File: config.mk
export PLATFORM = sky130hd
export DESIGN_NAME = intr_entry_seq
export DESIGN_NICKNAME = d
export VERILOG_FILES = /design/src/rtl/intr_seq_pkg.sv /design/src/rtl/intr_accept.sv /design/src/rtl/intr_isp.sv /design/src/rtl/intr_fsm.sv /design/src/rtl/intr_entry_seq.sv
export SDC_FILE = /design/constraint.sdc
export NUM_CORES = 1
export LEC_CHECK = 0
export ABC_AREA = 1
export ABC_CLOCK_PERIOD_IN_PS = 2200
export BUFFER_PORTS_ARGS = -buffer_cell sky130_fd_sc_hd__clkbuf_2
export CELL_PAD_IN_SITES_DETAIL_PLACEMENT = 1
export CELL_PAD_IN_SITES_GLOBAL_PLACEMENT = 2
export CORE_ASPECT_RATIO = 0.7
export CORE_MARGIN = 1
export CORE_UTILIZATION = 27
export DETAILED_ROUTE_END_ITERATION = 12
export HOLD_SLACK_MARGIN = 0.15
export MAX_ROUTING_LAYER = met4
export PLACE_DENSITY_LB_ADDON = 0.1
export SLEW_MARGIN = 20
export SYNTH_ARGS = -nofsm -noshare
export SYNTH_HDL_FRONTEND = slang
export SYNTH_SLANG_ARGS = --single-unit
File: constraint.sdc
create_clock -name clk -period 2.2 [get_ports clk]
set_clock_uncertainty 0.05 [all_clocks]
set_input_delay 0.44 -clock clk [delete_from_list [all_inputs] [get_ports clk]]
set_output_delay 0.44 -clock clk [all_outputs]
set_load 0.05 [all_outputs]
File: src/rtl/intr_seq_pkg.sv
package intr_seq_pkg;
  typedef enum logic [2:0] {
    ST_IDLE,
    ST_ACK,
    ST_PUSH_PC,
    ST_PUSH_PSW,
    ST_RD_PSW,
    ST_RD_PC,
    ST_DONE
  } seq_state_e;
endpackage

File: src/rtl/intr_accept.sv
module intr_accept #(
  parameter int PW = 3
) (
  input  logic          idle,
  input  logic          insn_boundary,
  input  logic          irq_req,
  input  logic [PW-1:0] irq_prio,
  input  logic          vec_mode,
  input  logic [PW:0]   psw_ctl,
  output logic          take
);
  logic above_level;
  logic enabled;

  assign above_level = irq_prio > psw_ctl[PW-1:0];
  assign enabled     = psw_ctl[PW];
  assign take = idle && insn_boundary && irq_req && (vec_mode ? above_level : enabled);
endmodule

File: src/rtl/intr_isp.sv
module intr_isp #(
  parameter int          W        = 16,
  parameter logic [W-1:0] ISP_INIT = 16'hFF00
) (
  input  logic         clk,
  input  logic         rst_n,
  input  logic         dec,
  output logic [W-1:0] isp
);
  always_ff @(posedge clk) begin
    if (!rst_n) isp <= ISP_INIT;
    else if (dec) isp <= isp - W'(1);
  end

  AST_ISP_STEP: assert property (@(posedge clk) disable iff (!rst_n)
    !$stable(isp) |-> isp == $past(isp) - W'(1));
endmodule

File: src/rtl/intr_fsm.sv
module intr_fsm
  import intr_seq_pkg::*;
#(
  parameter int          W          = 16,
  parameter int          PW         = 3,
  parameter logic [W-1:0] FIXED_ADDR = 16'h0010
) (
  input  logic         clk,
  input  logic         rst_n,
  input  logic         take,
  input  logic         vec_mode,
  input  logic [W-1:0] irq_vec,
  input  logic [W-1:0] cpu_pc,
  input  logic [W-1:0] cpu_psw,
  input  logic [W-1:0] isp,
  input  logic         mem_ack,
  input  logic [W-1:0] mem_rdata,
  output logic         irq_ack,
  output logic         isp_dec,
  output logic         mem_req,
  output logic         mem_we,
  output logic [W-1:0] mem_addr,
  output logic [W-1:0] mem_wdata,
  output logic         busy,
  output logic         done,
  output logic [W-1:0] new_pc,
  output logic [W-1:0] new_psw
);
  localparam int IE_BIT = PW;
  localparam logic [W-1:0] IE_MASK = W'(1) << IE_BIT;

  seq_state_e state, nxt;
  logic         mode_r;
  logic [W-1:0] vec_r, pc_r, psw_r, npc_r, npsw_r;

  always_comb begin
    nxt = state;
    case (state)
      ST_IDLE:     if (take) nxt = vec_mode ? ST_ACK : ST_PUSH_PC;
      ST_ACK:      nxt = ST_PUSH_PC;
      ST_PUSH_PC:  if (mem_ack) nxt = mode_r ? ST_PUSH_PSW : ST_DONE;
      ST_PUSH_PSW: if (mem_ack) nxt = ST_RD_PSW;
      ST_RD_PSW:   if (mem_ack) nxt = ST_RD_PC;
      ST_RD_PC:    if (mem_ack) nxt = ST_DONE;
      ST_DONE:     nxt = ST_IDLE;
      default:     nxt = ST_IDLE;
    endcase
  end

  always_ff @(posedge clk) begin
    if (!rst_n) begin
      state  <= ST_IDLE;
      mode_r <= 1'b0;
      vec_r  <= '0;
      pc_r   <= '0;
      psw_r  <= '0;
      npc_r  <= '0;
      npsw_r <= '0;
    end else begin
      state <= nxt;
      if (state == ST_IDLE && take) begin
        mode_r <= vec_mode;
        pc_r   <= cpu_pc;
        psw_r  <= cpu_psw;
        if (!vec_mode) begin
          npc_r  <= FIXED_ADDR;
          npsw_r <= cpu_psw & ~IE_MASK;
        end
      end
      if (state == ST_ACK) vec_r <= irq_vec;
      if (state == ST_RD_PSW && mem_ack) npsw_r <= mem_rdata;
      if (state == ST_RD_PC && mem_ack) npc_r <= mem_rdata;
    end
  end

  always_comb begin
    mem_req   = 1'b0;
    mem_we    = 1'b0;
    mem_addr  = '0;
    mem_wdata = '0;
    case (state)
      ST_PUSH_PC:  begin mem_req = 1'b1; mem_we = 1'b1; mem_addr = isp; mem_wdata = pc_r; end
      ST_PUSH_PSW: begin mem_req = 1'b1; mem_we = 1'b1; mem_addr = isp; mem_wdata = psw_r; end
      ST_RD_PSW:   begin mem_req = 1'b1; mem_addr = vec_r + W'(1); end
      ST_RD_PC:    begin mem_req = 1'b1; mem_addr = vec_r; end
      default:     ;
    endcase
  end

  assign isp_dec = (state == ST_IDLE && take && !vec_mode) || (state == ST_ACK)
                || (state == ST_PUSH_PC && mem_ack && mode_r);
  assign irq_ack = (state == ST_ACK);
  assign busy    = (state != ST_IDLE);
  assign done    = (state == ST_DONE);
  assign new_pc  = npc_r;
  assign new_psw = npsw_r;

  AST_ACK_SINGLE: assert property (@(posedge clk) disable iff (!rst_n)
    irq_ack |=> !irq_ack);
  AST_PC_PUSH_AFTER_ACK: assert property (@(posedge clk) disable iff (!rst_n)
    irq_ack |=> (mem_req && mem_we && mem_addr == isp));
  AST_MEM_HOLD: assert property (@(posedge clk) disable iff (!rst_n)
    (mem_req && !mem_ack) |=> (mem_req && $stable(mem_addr) && $stable(mem_we) && $stable(mem_wdata)));
  AST_DONE_PULSE: assert property (@(posedge clk) disable iff (!rst_n)
    done |=> !done);
  AST_DONE_AFTER_MEM: assert property (@(posedge clk) disable iff (!rst_n)
    $rose(done) |-> $past(mem_req && mem_ack));
  AST_BUSY_ENDS_AT_DONE: assert property (@(posedge clk) disable iff (!rst_n)
    $fell(busy) |-> $past(done));
endmodule

File: src/rtl/intr_entry_seq.sv
module intr_entry_seq #(
  parameter int            W          = 16,
  parameter int            PW         = 3,
  parameter logic [W-1:0]  FIXED_ADDR = 16'h0010,
  parameter logic [W-1:0]  ISP_INIT   = 16'hFF00
) (
  input  logic          clk,
  input  logic          rst_n,
  input  logic          insn_boundary,
  input  logic          vec_mode,
  input  logic          irq_req,
  input  logic [PW-1:0] irq_prio,
  input  logic [W-1:0]  irq_vec,
  output logic          irq_ack,
  input  logic [W-1:0]  cpu_pc,
  input  logic [W-1:0]  cpu_psw,
  output logic          mem_req,
  output logic          mem_we,
  output logic [W-1:0]  mem_addr,
  output logic [W-1:0]  mem_wdata,
  input  logic          mem_ack,
  input  logic [W-1:0]  mem_rdata,
  output logic          busy,
  output logic          done,
  output logic [W-1:0]  new_pc,
  output logic [W-1:0]  new_psw,
  output logic [W-1:0]  isp
);
  logic take;
  logic isp_dec;

  intr_accept #(.PW(PW)) u_accept (
    .idle          (!busy),
    .insn_boundary (insn_boundary),
    .irq_req       (irq_req),
    .irq_prio      (irq_prio),
    .vec_mode      (vec_mode),
    .psw_ctl       (cpu_psw[PW:0]),
    .take          (take)
  );

  intr_isp #(.W(W), .ISP_INIT(ISP_INIT)) u_isp (
    .clk   (clk),
    .rst_n (rst_n),
    .dec   (isp_dec),
    .isp   (isp)
  );

  intr_fsm #(.W(W), .PW(PW), .FIXED_ADDR(FIXED_ADDR)) u_fsm (
    .clk       (clk),
    .rst_n     (rst_n),
    .take      (take),
    .vec_mode  (vec_mode),
    .irq_vec   (irq_vec),
    .cpu_pc    (cpu_pc),
    .cpu_psw   (cpu_psw),
    .isp       (isp),
    .mem_ack   (mem_ack),
    .mem_rdata (mem_rdata),
    .irq_ack   (irq_ack),
    .isp_dec   (isp_dec),
    .mem_req   (mem_req),
    .mem_we    (mem_we),
    .mem_addr  (mem_addr),
    .mem_wdata (mem_wdata),
    .busy      (busy),
    .done      (done),
    .new_pc    (new_pc),
    .new_psw   (new_psw)
  );

  AST_ENTRY_NEEDS_BOUNDARY: assert property (@(posedge clk) disable iff (!rst_n)
    $rose(busy) |-> $past(insn_boundary && irq_req));
endmodule

Word level (Yosys, flattened, before mapping). Cells that the tools add are included.

Add/subtract/negate cells: 2. Order comparisons: 1. Equality and inequality tests: 13. Muxes and demuxes: 19. Reduce and logical (&&, ||, !) cells: 22.

Operators with widths (count): $mux W16 (6); $pmux W16 S3 (1); $pmux W16 S2 (1); $mux W3 (6); $pmux W3 S6 (1); $add A16 B1 Y16 const B (1); $sub A16 B1 Y16 const B (1); $eq A3 B3 Y1 const B (3); $logic_and A1 B1 Y1 (9); $ne A2 B2 Y1 const B (4); $eq A3 B2 Y1 const B (2); $ne A2 B1 Y1 const B (3); $reduce_and A5 Y1 (1); $reduce_and A2 Y1 (2); $reduce_bool A2 Y1 (2); $reduce_or A4 Y1 (1); $eq A3 B1 Y1 const B (1); $gt A3 B3 Y1 (1); $logic_not A3 Y1 (1); $mux W1 (3); $reduce_bool A3 Y1 (1); $logic_not A1 Y1 (2); $logic_or A1 B1 Y1 (2); $mux W2 (1); $reduce_or A2 Y1 (1).

Register bits after elaboration: 100. Input bits: 73. Output and inout bits: 85.

Depth between registers and ports, before layout. Gate-level depths: netlist of the first run.

Word-level depth: 9. Gate-level depth with buffers: 12. Depth with buffers taken out: 12.

Cells and area by module. Synthesis of the first run repeated with hierarchy kept, for this count alone.

Cell total of the unflattened synthesis: 753. Area, all modules: 5104.9 µm².

Modules (own cells, without submodules): intr_fsm (times used 1, cells each 614, area each 4130.2 µm², seq. area each 1681.6 µm²); intr_isp (times used 1, cells each 120, area each 867.1 µm², seq. area each 320.3 µm²); intr_accept (times used 1, cells each 18, area each 103.8 µm², seq. area each 0.0 µm²); intr_entry_seq (times used 1, cells each 1, area each 3.8 µm², seq. area each 0.0 µm²).

Worst setup path after synthesis of the first run. OpenSTA, ideal clock, no wires.

Path kind: register to output. Start: register u_fsm.state[1]. End: output mem_addr[14]. Arrival time: 2.128 ns. Data required time: 1.710 ns. Path slack: -0.418 ns. Stages on the path, launching flop included: 6. Cells stage by stage: dfxtp_1 > buf_4 > inv_2 > nor2_4 > inv_2 > o21ai_0.

Longest elaborated chain between the ends: 3. Elaborated cells on any way between the ends: 6.

Ends and longest elaborated chain: start, declared (RTL line intr_fsm.sv:32) `seq_state_e state, nxt;`; start signal, assigned (RTL line intr_fsm.sv:60) `state <= nxt;`; $eq A3 B2 Y1 (RTL line intr_fsm.sv:81) `case (state)`; $reduce_or A2 Y1 (no line); $pmux W16 S3 (*) (RTL line intr_fsm.sv:81); end, declared (RTL line intr_entry_seq.sv:19) `output logic [W-1:0] mem_addr,`.

Mark *: on every way between the ends. The rest lies on a longest branch, timed or not.

Worst setup path after layout of the first run.
Start: register u_fsm.vec_r[1]. End: output mem_addr[11].

Longest elaborated chain between the ends: 2.

Ends and longest elaborated chain: start, declared (RTL line intr_fsm.sv:34) `logic [W-1:0] vec_r, pc_r, psw_r, npc_r, npsw_r;`; start signal, assigned (RTL line intr_fsm.sv:70) `if (state == ST_ACK) vec_r <= irq_vec;`; $add A16 B1 Y16 (RTL line intr_fsm.sv:84) `ST_RD_PSW: begin mem_req = 1'b1; mem_addr = vec_r + W'(1); end`; $pmux W16 S3 (RTL line intr_fsm.sv:81).

Every way passes these cells.

==> qor.csv, run 1 <==
metric,value,unit
status,finished with violations,
violations,"DRC, setup timing",
arrival,1780,ps
vdd_drop_max,582,µV
fin_util,38.8,%
routed_wl,19.8,mm
async_flop_share,0,%
setup_viol,8,
holdPathStages,3,
cts_sinks,100,
synth_seq_cells,100,
clock_latency,350,ps
multiInputGateArea,2790,µm²
synth_top_area_cell,dfxtp_1,
grt_pass1_wl,30.7,mm
timing.rr.start,u_fsm.state[1]$_SDFFE_PN0P_,
cp_max_fo,3,
cp-start-kind,register,
detail-route-antenna-nets,0,
cts_root_buf,clkbuf_16,
rsz0062_at_grt,yes,
synthDominantCellAreaShare,39.4,%
area_delta_synth_final,39.2,%
globalplace.congestion,0.783,
power_leakage,3.09,nW
initial_core_util,27.9,%
drc,7,
fmax,440,MHz
post-route-period-util,103,%
r2r-end,u_isp.isp[8]$_SDFFE_PN1P_,
regArea,2030,µm²
via_per_inst,4.71,
crit_path_frequent_cell,nor2_4,
portBuffers,157,
ctsHoldBuffers,0,
vias,5395,
layout_setup_ws,-73.3,ps
holdPathEnd,u_fsm.new_pc[13]$_SDFFE_PN0P_,
htreeDepth,3,
antenna_found_initial,0,
tns,-268,ps
first_pass_iters,8,
grtUsageTotal,21.2,%
pin_count,158,
cts_tree,done,
grt_max_degree,41,
synthFlopType,dfxtp_1,
fp.dieW,166,µm
yosysUniqueCellTypes,35,
core_area,18200,µm²
grt_pass1_vias,5389,
reg2reg_depth,12,
synth_edf_count,0,
wl_per_cell,17.3,µm
fp-row-count,41,
cp_slowest_stage_delay,380,ps
hp-start,mem_rdata[13],
n_fill_cell,2288,
tightest_slew,463,ps
seq_area_frac_synth,39.4,%
hp-class,input pin to register,
critical_path_required,1710,ps
cts_buffer_depth,2,
worst_path_max_delay_cell,dfxtp_4,
die_area,19400,µm²
maxSlewViolCount,0,
crit_chain,"nand3_2, nor2_4, nand2_2, nor2_4, buf_4, nand2_4, o211ai_1, nand2_1, clkbuf_8",
ff2ff_setup_slack,310,ps
synth_area_per_cell,6.93,µm²
clk_pin_slew,70,ps
cap_violations,0,
cts_made_buffers,9,
die_h,117,µm
drive_gt1_share,31.8,%
diodes,0,
layout_min_cycle_time,2270,ps
synth_cells,734,
max_slew_margin,68.9,%
overflow,0,
synth_warnings,0,
dp_hpwl,15.2,mm
syn_area,5080,µm²
finalNetCount,982,
syn-num-nets,812,
drtIter0Drc,282,
yosys-top-cells-count,"nand2_1 (163), dfxtp_1 (100), a21oi_1 (81)",
synthTopCellsByArea,"dfxtp_1 (39%), nand2_1 (12%), a21oi_1 (8.0%)",
cp-end-kind,primary output,
synth.most_common_cell,nand2_1,
critPathKind,register to primary output,
hold_viol_final,0,
power_density,1120,nW/µm²
[how the worst max path moves through the flow]
stage / from / endpoint / slack, ps / cells past startpoint
after floorplan: u_fsm.state[2]$_SDFFE_PN0P_ / mem_wdata[10] / -290 / 5
after global placement: cpu_psw[2] / u_fsm.new_pc[10]$_SDFFE_PN0P_ / 80 / 12
after detailed placement: u_fsm.vec_r[1]$_SDFFE_PN0P_ / mem_addr[14] / -30 / 9
after CTS: u_fsm.vec_r[1]$_SDFFE_PN0P_ / mem_addr[14] / -70 / 8
after global routing: u_fsm.vec_r[1]$_SDFFE_PN0P_ / mem_addr[15] / -180 / 10
final: u_fsm.vec_r[1]$_SDFFE_PN0P_ / mem_addr[11] / -70 / 9
[cells by family (layout without fill, tap and decap cells)]
group | after synthesis | in the layout | share of synthesized area (%)
AO/OA/AOI/OAI | 180 | 180 | 18.8
XOR/XNOR | 11 | 11 | 1.90
adder cells (fa/ha/maj) | 5 | 5 | 1.23
buffers and inverters | 112 | 287 | 10.0
flip-flops | 100 | 100 | 39.4
AND/OR/NAND/NOR | 326 | 326 | 28.6
[power breakdown]
| group | switching [mW] | internal (mW) | total (mW) |
|---|---|---|---|
| logic | 2.55 | 1.16 | 3.71 |
| clock network | 0.729 | 0.955 | 1.68 |
| registers | 0.371 | 2.14 | 2.51 |
| total | 3.65 | 4.25 | 7.90 |
[sequential cells by signal, indices dropped and copies added (netlist names)]
| signal | count |
|---|---|
| u_fsm.pc_r | 16 |
| u_fsm.psw_r | 16 |
| u_fsm.state | 3 |
| u_fsm.vec_r | 16 |
| u_fsm.new_pc | 16 |
| u_fsm.new_psw | 16 |
| u_fsm.mode_r | 1 |
| u_isp.isp | 16 |
[worst max-delay path, delay by kind of cell (launching register included)]
family | cells | cell delay, ps
simple gates | 6 | 580
flops | 1 | 380
buf+inv | 2 | 330
compound gates | 1 | 160
[metrics by stage]
step           total power, mW  std cells  hold WS [ps]  setup slack, ps  cell area [µm²]
4_1_cts                   7.90       1143           290            -66.9             6950
5_1_grt                   8.39       1145           304             -177             7070
3_5_place_dp              5.92       1117           401            -26.0             6260
3_3_place_gp              5.86       1117           389             84.3             6260
2_1_floorplan             4.92        734           375             -287             5140
6_report                  7.90       1145           302            -73.3             7070
[timing repair]
| item | CTS | global route |
|---|---|---|
| pin swaps | 11 | 9 |
| gates resized for setup | 100 | 53 |
| setup endpoints to repair | 33 | 32 |
| setup buffers | 10 | 2 |
[cell usage in the layout, fill, tap and decap left out, drive strengths merged, types with 2 or more instances in the layout]
cell type / instances
a21oi: 82
o22ai: 4
buf: 67
nand4: 2
nor2: 65
nor3: 6
inv: 74
clkbuf: 143
nand3: 81
ha: 5
o221ai: 8
nand2: 172
o211ai: 3
xor2: 10
dfxtp: 100
o21ai: 80
[per-layer routing]
layer	track usage, %	share of wire (%)	vias to the layer above
li1	-	-	2759
met1	31.0	54	2533
met2	30.1	41	101
met3	4.17	4.8	2
met4	3.24	0.21	0
met5	-	0	-
[area by class of cell]
class	count	area share, %
clock buffer	12	3.63
clock inverter	4	0.778
inverter	73	4.05
multi-input combinational	522	39.4
sequential	100	28.6
tap	236	4.17
timing repair buffer	198	19.3
Power figures use the tool's default switching activity.
==> inputs of run 2 (changes only) <==
--- a/config.mk
+++ b/config.mk
@@ -17,7 +17,8 @@
 export HOLD_SLACK_MARGIN = 0.15
 export MAX_ROUTING_LAYER = met4
 export PLACE_DENSITY_LB_ADDON = 0.1
-export SLEW_MARGIN = 20
+export SLEW_MARGIN = 15
 export SYNTH_ARGS = -nofsm -noshare
 export SYNTH_HDL_FRONTEND = slang
+export SYNTH_HIERARCHICAL = 1
 export SYNTH_SLANG_ARGS = --single-unit
==> run 2 against run 1 <==
The flow finishes with violations (DRC). Sequential share of layout area fell by 0.94 points. Synthesized area rose by 0.42%. Via count rose by 3.9%. Critical endpoint is now mem_addr[12]. Largest cell class unchanged.
==> qor.csv, run 2 <==
metric,value,unit,change
holdWs,268,ps,-34.5 ps
area_delta_synth_final,42.9,%,
synth_warnings,6,,+6
syn_area,5100,µm²,+0.42%
cp_max_fo,3,,unchanged
setup_viol,0,,-8
finalNetCount,1009,,+2.7%
fp-row-count,41,,unchanged
wl_per_cell,17.3,µm,-0.22%
first_pass_iters,9,,+1
drc,8,,+1
clk_pin_slew,70,ps,about the same
htreeDepth,3,,unchanged
yosys-top-cells-count,"nand2_1 (146), dfxtp_1 (100), inv_1 (94)",,
grtUsageTotal,21.6,%,+0.43 points
synth.most_common_cell,nand2_1,,
max_slew_margin,63.2,%,-5.7 points
grt_pass1_wl,31.2,mm,+1.8%
rsz0062_at_grt,yes,,
synth_seq_cells,100,,unchanged
pin_count,158,,unchanged
final_common_cell,nand2_1,,
post-route-period-util,99.6,%,-3.7 points
vdd_drop_max,586,µV,+0.72%
core_area,18300,µm²,+0.28%
routed_wl,20.3,mm,+2.1%
power_density,1220,nW/µm²,+9.7%
cp-end-kind,primary output,,
power_leakage,3.22,nW,+4.1%
detail-route-antenna-nets,0,,unchanged
synthTopCellsByArea,"dfxtp_1 (39%), nand2_1 (11%), nand3_1 (9.0%)",,
antenna_found_initial,0,,unchanged
critical_path_required,1710,ps,about the same
critPathKind,register to primary output,,
fp.dieW,166,µm,+0.20%
die_area,19500,µm²,+0.41%
tightest_slew,548,ps,+85.1 ps
grt_max_degree,61,,+49%
drive_gt1_share,34.2,%,+2.4 points
seq_area_frac_synth,39.2,%,-0.16 points
via_per_inst,4.78,,+1.5%
cts_sinks,100,,unchanged
arrival,1700,ps,-80 ps
cap_violations,0,,unchanged
pre_cts_ws,-286,ps,-260 ps
die_h,117,µm,+0.21%
drtIter0Drc,261,,-7.4%
fmax,456,MHz,+3.7%
layout_min_cycle_time,2190,ps,-81.2 ps
ctsHoldBuffers,0,,unchanged
final_cells,1172,,+2.4%
cp-start-kind,register,,
cts_made_buffers,9,,unchanged
layout_common_cells,"nand2_1 (131), clkbuf_2 (125), dfxtp_1 (89), inv_1 (88), nand3_1 (84)",,
violations,DRC,,
synthFlopType,dfxtp_1,,
grt_pass1_vias,5624,,+4.4%
synth_top_area_cell,dfxtp_1,,
synth_cells,753,,+2.6%
hp-class,input pin to register,,
clock_latency,350,ps,about the same
overflow,0,,unchanged
fin_util,39.9,%,+1.1 points
initial_core_util,28.0,%,+0.038 points
cts_root_buf,clkbuf_16,,
dpl.cell_count,1144,,+2.4%
portBuffers,157,,unchanged
status,finished with violations,,
p_total,8.94,mW,+13%
synthDominantCellAreaShare,39.2,%,-0.16 points
vias,5607,,+3.9%
synth_edf_count,0,,unchanged
finish.instance_area,7300,µm²,+3.1%
synth_area_per_cell,6.78,µm²,-2.1%
yosysUniqueCellTypes,30,,-14%
hold_viol_final,0,,unchanged
cts_tree,done,,
diodes,0,,unchanged
syn-num-nets,831,,+2.3%
dpl-instance-area,6500,µm²,+3.8%
async_flop_share,0,%,unchanged
layout_setup_ws,7.92,ps,+81.2 ps
cts_buffer_depth,2,,unchanged
dp_hpwl,15.5,mm,+1.8%
maxSlewViolCount,0,,unchanged
tns,0,ps,+268 ps
globalplace.congestion,0.870,,+11%
run 2: layout make-up:
cell class	instances	area, µm²
repair inverters	1	3.75
inverters	101	399
repair buffers	204	1500
clock inverters	7	61.3
clock buffers	9	225
fillers	2323	11000
flip-flops and latches	100	2020
multi-input cells	514	2790
well taps	236	295
run 2: where the power goes:
part | internal [mW] | switching, mW
sequential | 2.14 | 0.325
combinational | 1.61 | 3.30
clock | 0.786 | 0.782
total | 4.53 | 4.40
run 2: cells by family (layout without fill, tap and decap cells):
group           count (synthesis)  after routing  share of synthesized area [%]
compound gates                171            171                           17.5
fa+ha+maj                       5              5                           1.23
simple gates                  338            338                           30.2
buf+inv                       139            322                           11.8
flops                         100            100                           39.2
run 2: timing repair:
action | 4_1_cts | 5_1_grt
setup buffers | 8 | 3
pin swaps | 8 | 11
resized for setup | 66 | 77
setup endpoints to repair | 36 | 52
cloned | 1 | 0
run 2: path summary, 6_finish.rpt:
| kind | from | endpoint | slack, ps | cells past startpoint |
|---|---|---|---|---|
| worst max-delay path | u_fsm/vec_r[0]$_SDFFE_PN0P_ | mem_addr[12] | 8 | 9 |
| worst min-delay path | irq_vec[5] | u_fsm/vec_r[5]$_SDFFE_PN0P_ | 270 | 3 |
| worst max register to register | u_fsm/state[0]$_SDFFE_PN0P_ | u_fsm/new_psw[10]$_SDFFE_PN0P_ | 130 | 14 |
| worst min register to register | u_fsm/psw_r[1]$_SDFFE_PN0P_ | u_fsm/psw_r[1]$_SDFFE_PN0P_ | 430 | 2 |
run 2: worst max-delay path: stages, from the launching register on:
cell and delay, ps:
dfxtp_2 360, ha_4 160, nand2_4 70, nor2_4 170, buf_6 120, nand3_2 60, nand2_1 70, nand3_1 90
nand2_2 90, buf_8 140
run 2: layer usage:
layer | vias up | track usage [%] | part of all wire [%]
met5 | - | - | 0
met4 | 0 | 3.89 | 0.57
met3 | 7 | 4.30 | 4.3
met2 | 114 | 32.6 | 43
met1 | 2674 | 30.0 | 52
li1 | 2812 | - | -
==> inputs of run 3 (changes only) <==
==> constraint.sdc (replaced) <==
create_clock -name clk -period 2.2 [get_ports clk]
set_clock_uncertainty 0.05 [all_clocks]
set_input_delay 0.33 -clock clk [delete_from_list [all_inputs] [get_ports clk]]
set_output_delay 0.33 -clock clk [all_outputs]
set_load 0.05 [all_outputs]
==> run 3 against run 2 <==
The run still ends with DRC left. Combinational power is 8.4% lower. Register-to-register slack better by 20 ps. Count of clock-buffer cells in the layout increased by 1. Wire length down 3.5%. Flip-flop and latch count did not move. Sequential power hardly changed. Final cell count shrank 1.5%. Die area is the same. Highest routed layer unchanged.
==> qor.csv, run 3 (synthesis gave the netlist of run 2 again) <==
metric,value,unit,change
critPathKind,register to primary output,,
drc,9,,+1
diodes,0,,unchanged
portBuffers,157,,unchanged
die_h,117,µm,unchanged
detail-route-antenna-nets,0,,unchanged
layout_common_cells,"nand2_1 (139), clkbuf_2 (137), dfxtp_1 (92), inv_1 (87), nand3_1 (87)",,
vdd_drop_max,462,µV,-21%
seq_power_share,28.4,%,+0.8 points
wl_per_cell,16.9,µm,-2.0%
power_frac_clock,19.5,%,+2.0 points
p_total,8.64,mW,-3.4%
fmax,473,MHz,+3.6%
power.switching,4.25,mW,-3.5%
core_area,18300,µm²,unchanged
fp-row-count,41,,unchanged
post-route-period-util,96.1,%,-3.5 points
cp_max_fo,13,,+10
arrival,1740,ps,+40 ps
cp-start-kind,register,,
clk_pin_slew,70,ps,about the same
status,finished with violations,,
drtIter0Drc,330,,+26%
globalplace.congestion,0.877,,+0.74%
antenna_found_initial,0,,unchanged
tns,0,ps,unchanged
p_int,4.39,mW,-3.2%
cts_sinks,100,,unchanged
overflow,0,,unchanged
max_slew_margin,64.2,%,+0.99 points
grt_pass1_vias,5556,,-1.2%
combPwrFrac,52.2,%,-2.7 points
cap_violations,0,,unchanged
setup_viol,0,,unchanged
critical_path_required,1820,ps,+110 ps
drive_gt1_share,29.0,%,-5.2 points
dp_hpwl,15.1,mm,-2.4%
dpl-instance-area,6300,µm²,-3.1%
hp-class,input pin to register,,
hold_viol_final,0,,unchanged
ctsHoldBuffers,0,,unchanged
via_per_inst,4.77,,-0.20%
cts_root_buf,clkbuf_16,,
cts_made_buffers,9,,unchanged
die_area,19500,µm²,unchanged
cp-end-kind,primary output,,
swShare,49.2,%,-0.082 points
pin_count,158,,unchanged
maxSlewViolCount,0,,unchanged
initial_core_util,28.0,%,unchanged
cts_buffer_depth,2,,unchanged
finish.instance_area,6850,µm²,-6.2%
final_common_cell,nand2_1,,
grt_max_degree,66,,+8.2%
area_delta_synth_final,34.1,%,
layout_min_cycle_time,2120,ps,-76.9 ps
first_pass_iters,8,,-1
htreeDepth,3,,unchanged
vias,5510,,-1.7%
cts_tree,done,,
violations,DRC,,
finalNetCount,991,,-1.8%
routed_wl,19.5,mm,-3.5%
power_leakage,3.06,nW,-4.9%
clock_latency,350,ps,about the same
fp.dieW,166,µm,unchanged
tightest_slew,533,ps,-14.7 ps
grtUsageTotal,21.2,%,-0.38 points
grt_pass1_wl,30.8,mm,-1.4%
holdWs,158,ps,-109 ps
power_density,1260,nW/µm²,+3.0%
n_fill_cell,2337,,+0.60%
==> run 3: path summary, 6_finish.rpt <==
path                                     from                     endpoint  slack (ps)  cells past startpoint
setup / recovery  u_fsm/state[1]$_SDFFE_PN0P_                  mem_addr[2]          80                      7
hold / removal                     irq_vec[6]  u_fsm/vec_r[6]$_SDFFE_PN0P_         160                      3
setup reg to reg  u_fsm/state[0]$_SDFFE_PN0P_   u_isp/isp[12]$_SDFFE_PN1P_         150                     16
hold reg to reg   u_fsm/psw_r[5]$_SDFFE_PN0P_  u_fsm/psw_r[5]$_SDFFE_PN0P_         410                      2
==> run 3: area by class of cell <==
cell class                 count  area, µm²  area share (%)
multi-input combinational    514       2640            38.5
sequential                   100       2010            29.4
timing repair buffer         187       1200            17.5
inverter                     101        402            5.87
tap                          236        295            4.31
clock buffer                  10        229            3.34
clock inverter                 6       68.8            1.01
==> run 3: routing by layer <==
layer / share of wire (%) / GRT usage, %
met5: 0 / -
met2: 40 / 29.7
met4: 1.1 / 5.00
met3: 4.1 / 3.73
met1: 55 / 31.1
==> run 3: repair_timing <==
action	4_1_cts	5_1_grt
buffers inserted	1	3
pin swaps	4	7
setup endpoints to repair	38	40
gates cloned	0	0
resized for setup	36	40
==> run 3: worst max-delay path: stages, from the launching register on <==
cell	delay, ps
dfxtp_2	340
buf_6	140
nor2_4	200
nand2_4	110
inv_6	140
nand3_1	80
o211ai_1	130
clkbuf_8	240
==> run 3: stage by stage <==
stage	std cells	setup slack [ps]	util [%]
finish	1154	84.8	37.5
global route	1154	-8.51	37.5
CTS	1152	-5.59	36.9
detailed placement	1135	-201	34.5
global placement	1135	-92.3	34.5
floorplan	753	-329	-
==> run 3: power groups by stage <==
| stage | logic, mW | clock network [mW] | registers [mW] |
|---|---|---|---|
| floorplan | 2.58 | 0 | 2.85 |
| global placement | 4.11 | 0 | 2.46 |
| detailed placement | 4.18 | 0 | 2.47 |
| CTS | 4.37 | 1.73 | 2.43 |
| global route | 4.87 | 1.81 | 2.50 |
| finish | 4.50 | 1.68 | 2.45 |
